## src/rtl/obu_pkg.sv

```systemverilog
package obu_pkg;
    // Operand source select codes; values are fixed by the datapath mux
    typedef enum logic [1:0] {
        BYP_RF  = 2'b00,
        BYP_WB  = 2'b01,
        BYP_EXM = 2'b10
    } byp_sel_e;

    localparam int unsigned NUM_EX_SRC = 2;
    localparam int unsigned NUM_ID_SRC = 2;
endpackage

```

## src/rtl/obu_hit.sv

```systemverilog
// Qualified producer match: a live write to a nonzero register equal to src
module obu_hit #(
    parameter int unsigned REG_W = 5
) (
    input  logic             we,
    input  logic [REG_W-1:0] dst,
    input  logic [REG_W-1:0] src,
    output logic             hit
);
    logic dst_live;

    always_comb begin
        dst_live = we && (dst != '0);
        hit      = dst_live && (src == dst);
    end
endmodule

```

## src/rtl/obu_ex_select.sv

```systemverilog
// Per-operand execute-stage source choice, nearer producer first
module obu_ex_select
    import obu_pkg::*;
#(
    parameter int unsigned REG_W = 5
) (
    input  logic [REG_W-1:0] src,
    input  logic             exm_we,
    input  logic [REG_W-1:0] exm_rd,
    input  logic             wb_we,
    input  logic [REG_W-1:0] wb_rd,
    output byp_sel_e         sel
);
    logic exm_hit;
    logic wb_hit;

    obu_hit #(.REG_W(REG_W)) u_exm_hit (
        .we  (exm_we),
        .dst (exm_rd),
        .src (src),
        .hit (exm_hit)
    );

    obu_hit #(.REG_W(REG_W)) u_wb_hit (
        .we  (wb_we),
        .dst (wb_rd),
        .src (src),
        .hit (wb_hit)
    );

    always_comb begin
        unique casez ({exm_hit, wb_hit})
            2'b1?:   sel = BYP_EXM;
            2'b01:   sel = BYP_WB;
            default: sel = BYP_RF;
        endcase
    end
endmodule

```

## src/rtl/obu_id_bypass.sv

```systemverilog
// Decode-stage register-file bypass for a same-cycle write and read
module obu_id_bypass #(
    parameter int unsigned REG_W = 5
) (
    input  logic [REG_W-1:0] src,
    input  logic             wb_we,
    input  logic [REG_W-1:0] wb_rd,
    output logic             use_wb
);
    obu_hit #(.REG_W(REG_W)) u_hit (
        .we  (wb_we),
        .dst (wb_rd),
        .src (src),
        .hit (use_wb)
    );
endmodule

```

## src/rtl/operand_bypass_unit.sv

```systemverilog
module operand_bypass_unit
    import obu_pkg::*;
#(
    parameter int unsigned REG_W = 5
) (
    input  logic [REG_W-1:0] ex_src_a,
    input  logic [REG_W-1:0] ex_src_b,
    input  logic [REG_W-1:0] exm_rd,
    input  logic             exm_we,
    input  logic [REG_W-1:0] wb_rd,
    input  logic             wb_we,
    input  logic [REG_W-1:0] id_src_a,
    input  logic [REG_W-1:0] id_src_b,
    output logic [1:0]       sel_a,
    output logic [1:0]       sel_b,
    output logic             id_byp_a,
    output logic             id_byp_b
);
    logic [REG_W-1:0] ex_src [NUM_EX_SRC];
    byp_sel_e         ex_sel [NUM_EX_SRC];
    logic [REG_W-1:0] id_src [NUM_ID_SRC];
    logic             id_use [NUM_ID_SRC];

    always_comb begin
        ex_src[0] = ex_src_a;
        ex_src[1] = ex_src_b;
        id_src[0] = id_src_a;
        id_src[1] = id_src_b;
    end

    for (genvar i = 0; i < NUM_EX_SRC; i++) begin : g_ex
        obu_ex_select #(.REG_W(REG_W)) u_sel (
            .src    (ex_src[i]),
            .exm_we (exm_we),
            .exm_rd (exm_rd),
            .wb_we  (wb_we),
            .wb_rd  (wb_rd),
            .sel    (ex_sel[i])
        );
    end

    for (genvar j = 0; j < NUM_ID_SRC; j++) begin : g_id
        obu_id_bypass #(.REG_W(REG_W)) u_byp (
            .src    (id_src[j]),
            .wb_we  (wb_we),
            .wb_rd  (wb_rd),
            .use_wb (id_use[j])
        );
    end

    always_comb begin
        sel_a    = ex_sel[0];
        sel_b    = ex_sel[1];
        id_byp_a = id_use[0];
        id_byp_b = id_use[1];
    end
endmodule

```

## config.mk

```make
export PLATFORM = sky130hd
export DESIGN_NAME = operand_bypass_unit
export DESIGN_NICKNAME = d
export VERILOG_FILES = /design/src/rtl/obu_pkg.sv /design/src/rtl/obu_hit.sv /design/src/rtl/obu_ex_select.sv /design/src/rtl/obu_id_bypass.sv /design/src/rtl/operand_bypass_unit.sv
export SDC_FILE = /design/constraint.sdc
export NUM_CORES = 1
export LEC_CHECK = 0
export BUFFER_PORTS_ARGS = -buffer_cell sky130_fd_sc_hd__buf_2
export CORE_AREA = 2 2 39 41
export DETAILED_ROUTE_END_ITERATION = 8
export DIE_AREA = 0 0 41 43
export MAX_ROUTING_LAYER = met4
export PLACE_DENSITY = 0.77
export SLEW_MARGIN = 20
export SYNTH_ARGS = -nofsm -noshare
export SYNTH_HDL_FRONTEND = slang
export SYNTH_HIERARCHICAL = 1
export SYNTH_SLANG_ARGS = --single-unit
```

## constraint.sdc

```tcl
create_clock -name vclk -period 0.8
set_input_delay 0.08 -clock vclk [all_inputs]
set_output_delay 0.08 -clock vclk [all_outputs]
set_load 0.05 [all_outputs]
```

==> run summary, run 1 <==
For this run the aggregate overflow at the end of global routing stands at 0. For the number of global-route vias before repair, the log shows 623. For the area of the core, the log shows 1380 µm².

The worst hold path belongs to the class primary input to output pin. Counting tap cells, the placed design contains a total of 122 instances. The final reports fail on setup timing. Number of antenna violations at the first check in global routing: 0.

The fraction of power consumed by combinational cells was 100.0%; the portion of the clock cycle consumed by the worst path in the final layout was 143%. At the worst endpoint, the arrival time is 1.06 ns. The library cell used most frequently in the layout, excluding fill and tap cells, is sky130_fd_sc_hd__buf_2. The post-detailed-route wirelength per cell came out at 13.6 µm. The run gives 0 as the final hold violation count. Counting I/O delays and the setup requirement, the final critical path takes 1.14 ns. At the pin with the least slew margin, the transition time is 0.229 ns. Post-synthesis cell area: 440 µm². At the end of routability-driven placement, the weighted congestion stood at 0.771. The switching power was 0.201 mW. The tool flagged a number of max-cap violations equal to 0. The number of flip-flops and latches is 0, and the number of buffers added on ports is 38. The die covers 1760 µm². The average cell area after synthesis works out to 6.88 µm². Timing would allow up to 874 MHz. The multi-input combinational cells in the finished layout cover a total of 512 µm².

The smallest setup slack after layout is -0.344 ns, and the overall die height is 43 µm. The post-DP HPWL was 1160 µm. Setup repair after global routing could not meet its margin everywhere. For this design the static power due to leakage is 0.410 nW. The fraction of layout instances using a drive strength above 1 works out to 56.1%. The final-layout clock buffer total is 0. Entering global routing, the biggest net connects 9 pins.

The portion of total power attributed to the clock network came out at 0%. In this run the tightest slew margin relative to its limit is 84.6%. The logs give 0 for the remaining number of nets flagged by the antenna check after routing and 31.8% for the initial core utilization. The growth of design area from synthesis to finish was 112%.

Overall global routing resource usage: 19.4%. The netlist uses 10 different library cells. The maximum net fanout on the critical path came out at 6.

Setup violations remaining at the end of the flow were counted as 6. In this run the count of I/O pins placed on the die edge is 38. Counting every instance in the synthesized netlist gives 64. In the layout the commonest cells are sky130_fd_sc_hd__buf_2 (18), sky130_fd_sc_hd__xor2_1 (17), sky130_fd_sc_hd__buf_6 (11). The run gives 6 as the violation count after the first detailed-route iteration.

Sequential cells were found to cover 0% of the synthesized design area. The number of nets in the synthesized netlist is 96. The tools report the worst path required time as 0.72 ns.

The logs give 0 for the antenna diode count and 1670 µm for the wire length after detailed routing. The largest individual stage delay along the critical path comes from the cell sky130_fd_sc_hd__nor4_2. The maximum ir drop on the vdd rail is 0.252 mV, and the worst setup slack after placement is -0.471 ns. Switching share of power: 44.8%. After floorplanning, the core was divided into 14 placement rows. The critical path is of the primary input to output pin type. The power density over the cells came out at 481 nW/µm². For this run, the post-layout net count is 141.

The internal portion of the total power is 0.248 mW. The via-per-instance ratio was 4.93. The Yosys step of the flow raised 6 warnings.

The kind of start point of the critical path was a primary input. The type of destination of the critical path was an output pin. The flow ran to the end, but the final reports show violations. The summed negative setup slack over all endpoints was -1.68 ns. The total vias in the final route was 607; the width of the die was 41 µm.

The layout has 101 filler cells. Once placement finished, the instance area stood at 708 µm². After the flow finishes, the layout carries non-filler instances totaling 123. The largest single stage delay on the critical path is 0.29 ns.

The critical path goes through buf_2 -> nor4_2 -> o21ai_1 -> and4_1 -> nor2b_4 -> buf_8. The detailed-router iteration count before antenna repair was 2. Across the whole layout, storage elements account for 0 µm². The finished cells cover 933 µm². The first-pass GRT wire length came out at 2420 µm. The max-slew violation total from the final report was 0; the register share of total power was 0%. For the post-route DRC violation count, the log shows 0.
cells in the mapped netlist:
| cell | count | area, µm² |
|---|---|---|
| sky130_fd_sc_hd__o21ai_0 | 6 | 30.0 |
| sky130_fd_sc_hd__nand2_1 | 6 | 22.5 |
| sky130_fd_sc_hd__and4_1 | 6 | 52.6 |
| sky130_fd_sc_hd__clkbuf_1 | 2 | 7.51 |
| sky130_fd_sc_hd__nor3_1 | 6 | 30.0 |
| sky130_fd_sc_hd__nor2b_1 | 2 | 12.5 |
| sky130_fd_sc_hd__xnor2_1 | 6 | 52.6 |
| sky130_fd_sc_hd__xor2_1 | 18 | 158 |
| sky130_fd_sc_hd__or2_1 | 6 | 37.5 |
| sky130_fd_sc_hd__nor4_1 | 6 | 37.5 |
power groups by stage:
stage	registers (mW)	clock network (mW)	logic [mW]
3_3_place_gp	0	0	0.322
2_1_floorplan	0	0	0.153
5_1_grt	0	0	0.482
4_1_cts	0	0	0.402
3_5_place_dp	0	0	0.330
6_report	0	0	0.449
metrics by stage:
stage	utilization (%)	hold WS (ns)	total power, mW
finish	67.5	0.571	0.449
global route	67.5	0.578	0.482
CTS	62.7	0.614	0.402
detailed placement	51.2	0.636	0.330
global placement	51.2	0.637	0.322
floorplan	-	0.366	0.153
layout make-up:
cell class	count	share of cell area, %
tap	16	2.14
timing repair buffer	45	43.0
multi-input combinational	62	54.8
per-layer routing:
| metal | global-route usage [%] | vias up | wire [µm] |
|---|---|---|---|
| li1 | - | 313 | - |
| met1 | 20.9 | 280 | 689 |
| met2 | 36.6 | 14 | 920 |
| met3 | 0.524 | 0 | 60 |
| met4 | 4.00 | 0 | 0 |
| met5 | - | - | 0 |
final timing paths:
path  startpoint  depth (start not counted)  slack, ns       end
min       exm_we                          3       0.57  sel_a[1]
max     wb_rd[0]                          6      -0.34  sel_a[0]
critical path: cells and delay by family:
kind	cells	cell delay, ns
simple gates	3	0.62
buf+inv	2	0.29
compound gates	1	0.08
timing repair:
item / 4_1_cts / 5_1_grt
resized for setup: 43 / 10
pin swaps: 21 / 5
buffers inserted: 0 / 1
setup endpoints to repair: 6 / 6
hold buffers: 0 / 0
cell families after synthesis:
group | after synthesis | share of synthesized area [%]
simple gates | 32 | 43.8
compound gates | 6 | 6.82
buf+inv | 2 | 1.71
xor+xnor | 24 | 47.7
(Power assumes the default switching activity.)
==> run 2: changes to the inputs <==
--- a/config.mk
+++ b/config.mk
@@ -10,9 +10,8 @@
 export DETAILED_ROUTE_END_ITERATION = 8
 export DIE_AREA = 0 0 41 43
 export MAX_ROUTING_LAYER = met4
-export PLACE_DENSITY = 0.77
+export PLACE_DENSITY = 0.74
 export SLEW_MARGIN = 20
 export SYNTH_ARGS = -nofsm -noshare
 export SYNTH_HDL_FRONTEND = slang
-export SYNTH_HIERARCHICAL = 1
 export SYNTH_SLANG_ARGS = --single-unit
==> constraint.sdc (replaced) <==
create_clock -name vclk -period 1.31
set_input_delay 0.131 -clock vclk [all_inputs]
set_output_delay 0.131 -clock vclk [all_outputs]
set_load 0.05 [all_outputs]
==> run 2 against run 1 <==
Against the previous run: the flow still finishes with violations (setup timing); synthesized cell count fell by 17%; final area is 2.7% lower; die area is the same; final cell count fell by 4.9%; critical endpoint is now sel_b[0]; highest routed layer unchanged.
==> run summary, run 2 <==
The run finished, with violations left. The checks that failed: setup timing. For this design the ratio of total power to cell area is 324 nW/µm².

At the pin with the least slew margin, the transition time is 0.319 ns. The logs give 116 for the number of filler instances in the final layout and 0 for the max-slew violation total from the final report. The launch instance of the worst min-delay path was exm_we.

Setup repair after global routing could not meet its margin everywhere. The synthesized instance count was 53; the wire length after detailed routing was 1340 µm. For this run, the top clock speed supported by timing is 671 MHz. Sorting the synthesized cells by how often they occur yields sky130_fd_sc_hd__xnor2_1 (16), sky130_fd_sc_hd__xor2_1 (14), sky130_fd_sc_hd__nand3_1 (6). For the smallest setup slack after layout, the log shows -0.180 ns. The core region is 1380 µm². Area of combinational cells with multiple inputs: 508 µm². IR analysis of the VDD net gives a maximum drop of 0.132 mV.

The initial core utilization is 29.1%. Across the whole layout, storage elements account for 0 µm². Ranked by total cell area, the synthesized netlist is headed by sky130_fd_sc_hd__xnor2_1 (35%), sky130_fd_sc_hd__xor2_1 (30%), sky130_fd_sc_hd__nand3_1 (7.5%). The run gives 1950 µm as the first-pass GRT wire length. There are 0 flip-flops and latches. Counting distinct cell types in the post-synthesis netlist gives 10. The logs give 504 for the number of global-route vias before repair and 0.397 nW for the leakage power total.

At the placement stage, the worst setup path has a slack of -0.274 ns. The number of violations of the max-capacitance limit was 0. Final hold analysis gives a worst-case slack of 0.696 ns. The summed negative setup slack over all endpoints was -0.735 ns. The critical path is of the primary input to output pin type.

The tools report the die outline area as 1760 µm². The final hold violation count was 0. For the post-synthesis cell area, the log shows 403 µm². At the worst endpoint, the required time is 1.18 ns. sky130_fd_sc_hd__xnor2_1 takes more of the synthesized area than any other cell.

The worst pin sits at a relative slew slack of 78.5%. In this run the vertical extent of the chip is 43 µm. For this run, design rule violations remaining after detail routing come to 0. For the antenna diode count, the log shows 0. The final setup violation count is 6, and the final weighted congestion in routability-driven placement is 0.689. The width of the die was 41 µm.

The kind of start point of the critical path was a primary input. The most common cell in the synthesized netlist is sky130_fd_sc_hd__xnor2_1. Yosys printed 0 warnings. For this run, the register share of the synthesized area comes to 0%. Entering global routing, the biggest net connects 6 pins. The number of nets in the final layout was 135; the portion of the clock cycle consumed by the worst path in the final layout was 114%. In the final routed layout, each cell accounts on average for 11.5 µm. In the final layout, the share of cells above drive strength 1 is 67.3%.

The layout has 0 clock buffers. The area fraction of the dominant cell type after synthesis is 34.8%. Tracing the worst setup path back leads to its startpoint at exm_rd[0].

The minimum clock period after layout came out at 1.49 ns. Buffers placed on the I/O ports in this run total 38. The violation count after the first detailed-route iteration was 7.

Leaving out fill and tap cells, the most frequent cells in the layout are sky130_fd_sc_hd__buf_2 (28), sky130_fd_sc_hd__xor2_1 (14), sky130_fd_sc_hd__xnor2_1 (13). The maximum net fanout on the critical path was 2; the design area was 908 µm². The logs give 38 for the number of primary I/O pins and 85 for the net count of the mapped netlist. The growth of design area from synthesis to finish works out to 125%. The total congestion overflow is 0, and the number of cells in the finished layout apart from fillers is 117. The pre-antenna-repair detailed-routing pass consisted of 4 iterations.

The path class of the tightest hold or removal check is primary input to output pin. The run gives 0 as the number of antenna violations at the first check in global routing. A synthesized cell averages 7.60 µm². The run gives 0 as the remaining number of nets flagged by the antenna check after routing. The data arrival time of the worst path is 1.36 ns, and the via-per-instance ratio is 4.59.

The HPWL after detailed placement is 1120 µm. Summing over every cut layer, the via total after detailed routing is 537. In this run the core area contains 14 standard-cell rows. The placed instances occupy a cell area of 776 µm². The type of destination of the critical path is an output pin. The library cell used most frequently in the layout, excluding fill and tap cells, is sky130_fd_sc_hd__buf_2. The overall global routing resource usage was 15.6%. For the instance count after placement with tap cells included, the log shows 114.
-- run 2: changes by cell type in the layout (fill, tap and decap cells not counted), sizes merged, moves of 4 or more --
cell / previous run / this run
o21ai: 6 / 2
xor2: 18 / 14
xnor2: 6 / 16
nand2: 6 / 0
and4: 6 / 0
or2: 6 / 0
buf: 45 / 53
nand3: 0 / 6
-- run 2: critical path: stages --
cell                      delay (ns)
sky130_fd_sc_hd__buf_6          0.09
sky130_fd_sc_hd__or4_4          0.53
sky130_fd_sc_hd__o21ai_4        0.20
sky130_fd_sc_hd__nor4_4         0.07
sky130_fd_sc_hd__nor3_4         0.14
sky130_fd_sc_hd__buf_6          0.18
-- run 2: worst paths after layout --
kind	end	slack, ns	cells after the start
worst max-delay path	sel_b[0]	-0.18	6
worst min-delay path	sel_b[1]	0.70	4
-- run 2: cells by family (layout without fill, tap and decap cells) --
| group | after synthesis | count (layout) | synth area share, % |
|---|---|---|---|
| AO/OA/AOI/OAI | 2 | 2 | 4.35 |
| XOR/XNOR | 30 | 30 | 65.2 |
| buffers and inverters | 5 | 53 | 5.59 |
| AND/OR/NAND/NOR | 16 | 16 | 24.8 |
-- run 2: layout make-up --
class              instances  area share, %
multi-input cells         48           55.9
well taps                 16           2.20
repair buffers            53           41.9
-- run 2: stage by stage --
step                util, %  power (mW)
floorplan                 -       0.156
global placement       56.1       0.252
detailed placement     56.1       0.256
CTS                    63.8       0.285
global route           65.6       0.314
finish                 65.6       0.294
-- run 2: routing by layer --
metal  vias to the layer above  GRT usage (%)  share of wire, %
met1                       234           18.4                39
met5                         -              -                 0
met3                         0              0               8.8
li1                        278              -                 -
met4                         0              0                 0
met2                        25           29.4                52
-- run 2: timing repair --
item / in CTS / in global routing
gates resized for setup: 20 / 6
pin swaps: 8 / 3
cloned: 0 / 0
setup endpoints to repair: 6 / 6
hold buffers: 0 / 0
buffers inserted: 3 / 0
-- run 2: power by group --
group / switching, mW / internal [mW] / total [mW]
Clock: 0 / 0 / 0
Sequential: 0 / 0 / 0
Combinational: 0.140 / 0.154 / 0.294
==> run 3: changes to the inputs <==
--- a/config.mk
+++ b/config.mk
@@ -6,11 +6,14 @@
 export NUM_CORES = 1
 export LEC_CHECK = 0
 export BUFFER_PORTS_ARGS = -buffer_cell sky130_fd_sc_hd__buf_2
-export CORE_AREA = 2 2 39 41
+export CELL_PAD_IN_SITES_DETAIL_PLACEMENT = 0
+export CELL_PAD_IN_SITES_GLOBAL_PLACEMENT = 1
+export CORE_UTILIZATION = 25
 export DETAILED_ROUTE_END_ITERATION = 8
-export DIE_AREA = 0 0 41 43
 export MAX_ROUTING_LAYER = met4
-export PLACE_DENSITY = 0.74
+export PLACE_DENSITY = 0.91
+export RECOVER_POWER = 100
+export REMOVE_ABC_BUFFERS = 1
 export SLEW_MARGIN = 20
 export SYNTH_ARGS = -nofsm -noshare
 export SYNTH_HDL_FRONTEND = slang
==> run 3 against run 2 <==
Against the previous run: the run still ends with setup timing left; first-iteration DRC count is 86% lower; worst hold slack worse by 0.019 ns; clock-buffer cell count stayed put; final area is 13% lower; die area is 0.75% higher; utilization is 13 points lower; sequential share of layout area stayed put; critical path depth is 1 lower; non-clock buffer count is 2 higher; global-route usage is 0.56 points higher; flip-flop and latch count stayed put; power is 14% lower; critical path type unchanged.
==> run summary, run 3 (synthesis gave the netlist of run 2 again) <==
The number of hold buffers added after CTS was 0. The tools report the smallest setup slack after layout as -0.150 ns. The remaining number of nets flagged by the antenna check after routing was 0; the number of cells in the finished layout apart from fillers was 119. The width of the die works out to 42.1 µm. The final hold violation count was 0.

Along the worst path, the maximum fanout reaches 4. The clock buffers instantiated in the layout total 0. The core occupancy in the finished layout was 52.7%; the number of buffers added for setup after CTS was 0. After layout, the worst path uses 111% of the clock period. After detailed routing, the average wire length per cell comes to 11.1 µm.

The floorplan has 14 rows. The number of global-route vias before repair came out at 559. The tools report the post-DP HPWL as 1070 µm. The number of antenna violations at the first check in global routing was 0. The power density over the cells is 320 nW/µm². The worst setup path is launched from a primary input. Number of nets in the final layout: 137.

The total vias in the final route came out at 529. By startpoint and endpoint, the worst setup path is classified as primary input to output pin. The die outline area is 1780 µm², and the final weighted congestion in routability-driven placement is 0.756. The leading cell type in the layout, fill and taps excluded was sky130_fd_sc_hd__buf_2. Summed over all failing endpoints, the final setup total negative slack is -0.841 ns. At the worst endpoint, the arrival time is 1.33 ns. The most critical setup path has its endpoint at id_byp_b.

Across all hold checks on the routed design, the worst slack comes to 0.677 ns. For the pin with the worst max-slew slack, the measured transition is 0.310 ns. The detailed-router iteration count before antenna repair is 4, and the overall global routing resource usage is 16.1%. For the violation count after the first detailed-route iteration, the log shows 1. The sequential cells in the finished layout cover a total of 0 µm². During placement, the flow inserted port buffers numbering 38. After detailed routing, the number of vias per cell comes to 4.45. Measured against its own limit, the worst slew margin works out to 79.2%. The final layout contains routed wiring with a total length of 1320 µm. The initial core utilization is 26.7%. The start point of the critical path is wb_rd[1].

Fill cells in the final layout number 140. Max-cap violations in this run came to 0. The area growth from synthesis to layout is 97.2%. The first global-routing pass estimated 2300 µm of wire. The run gives 0.367 nW as the leakage power total.

After global routing the overflow that remains totals 0. VDD sags by at most 0.126 mV. Measured along the y axis, the die boundary spans 42.1 µm. The repair_antennas step left the layout with diodes totalling 0. The floorplan step defined a core boundary enclosing 1510 µm².

Setup violations remaining at the end of the flow were counted as 6. The number of flip-flops and latches was 0; the fraction of layout instances using a drive strength above 1 was 62.1%. Setup repair after global routing could not meet its margin everywhere. The worst path needs 1.46 ns of the cycle, external delays included.

The number of primary I/O pins came out at 38. The tightest min-delay check is of the primary input to output pin type. After detailed placement, the design holds a cell count of 119. The post-route DRC violation count was 0. The logs give 1.18 ns for the worst path required time and 6 for the pin count of the biggest net entering global routing. The achievable clock frequency is 685 MHz. For the max-slew violation total from the final report, the log shows 0. The flow ran to the end, but the final reports show violations. The checks that failed: setup timing. The worst setup path is captured at an output pin.

In the layout the commonest cells are sky130_fd_sc_hd__buf_2 (33), sky130_fd_sc_hd__buf_4 (17), sky130_fd_sc_hd__xnor2_1 (15). The worst setup slack after placement is -0.283 ns.
==> run 3: layout make-up <==
| class | instances | area (µm²) | share of cell area [%] |
|---|---|---|---|
| multi-input cells | 48 | 425 | 53.5 |
| repair buffers | 55 | 349 | 43.9 |
| well taps | 16 | 20.0 | 2.52 |
==> run 3: repair_timing <==
item	4_1_cts	5_1_grt
setup endpoints to repair	6	6
resized for setup	13	3
pin swaps	5	2
==> run 3: worst min path at each step <==
stage	end	startpoint	slack [ns]	depth (start not counted)
6_report	sel_a[0]	wb_we	0.68	4
5_1_grt	sel_b[0]	wb_we	0.70	4
4_1_cts	sel_a[0]	wb_we	0.68	4
3_5_place_dp	sel_a[1]	exm_we	0.70	4
3_3_place_gp	sel_a[1]	exm_we	0.70	4
2_1_floorplan	sel_b[0]	wb_we	0.47	2
==> run 3: metrics by stage <==
stage	cell area (µm²)	total power, mW
global route	795	0.275
finish	795	0.254
detailed placement	718	0.228
floorplan	380	0.0993
CTS	779	0.246
global placement	718	0.224
==> run 3: layer usage <==
metal	part of all wire (%)	vias up	track usage (%)
li1	-	282	-
met1	42	228	20.3
met4	0	0	1.25
met5	0	-	-
met2	52	19	29.4
met3	5.5	0	1.29
==> run 3: critical path, stage by stage <==
cell,delay [ns]
sky130_fd_sc_hd__buf_2,0.11
sky130_fd_sc_hd__or4_1,0.53
sky130_fd_sc_hd__o21ai_2,0.25
sky130_fd_sc_hd__nor4_1,0.09
sky130_fd_sc_hd__buf_2,0.22
==> run 3: report_power, final <==
| group | internal [mW] | leakage (nW) | switching [mW] |
|---|---|---|---|
| combinational | 0.136 | 0.367 | 0.118 |
| clock | 0 | 0 | 0 |
| sequential | 0 | 0 | 0 |
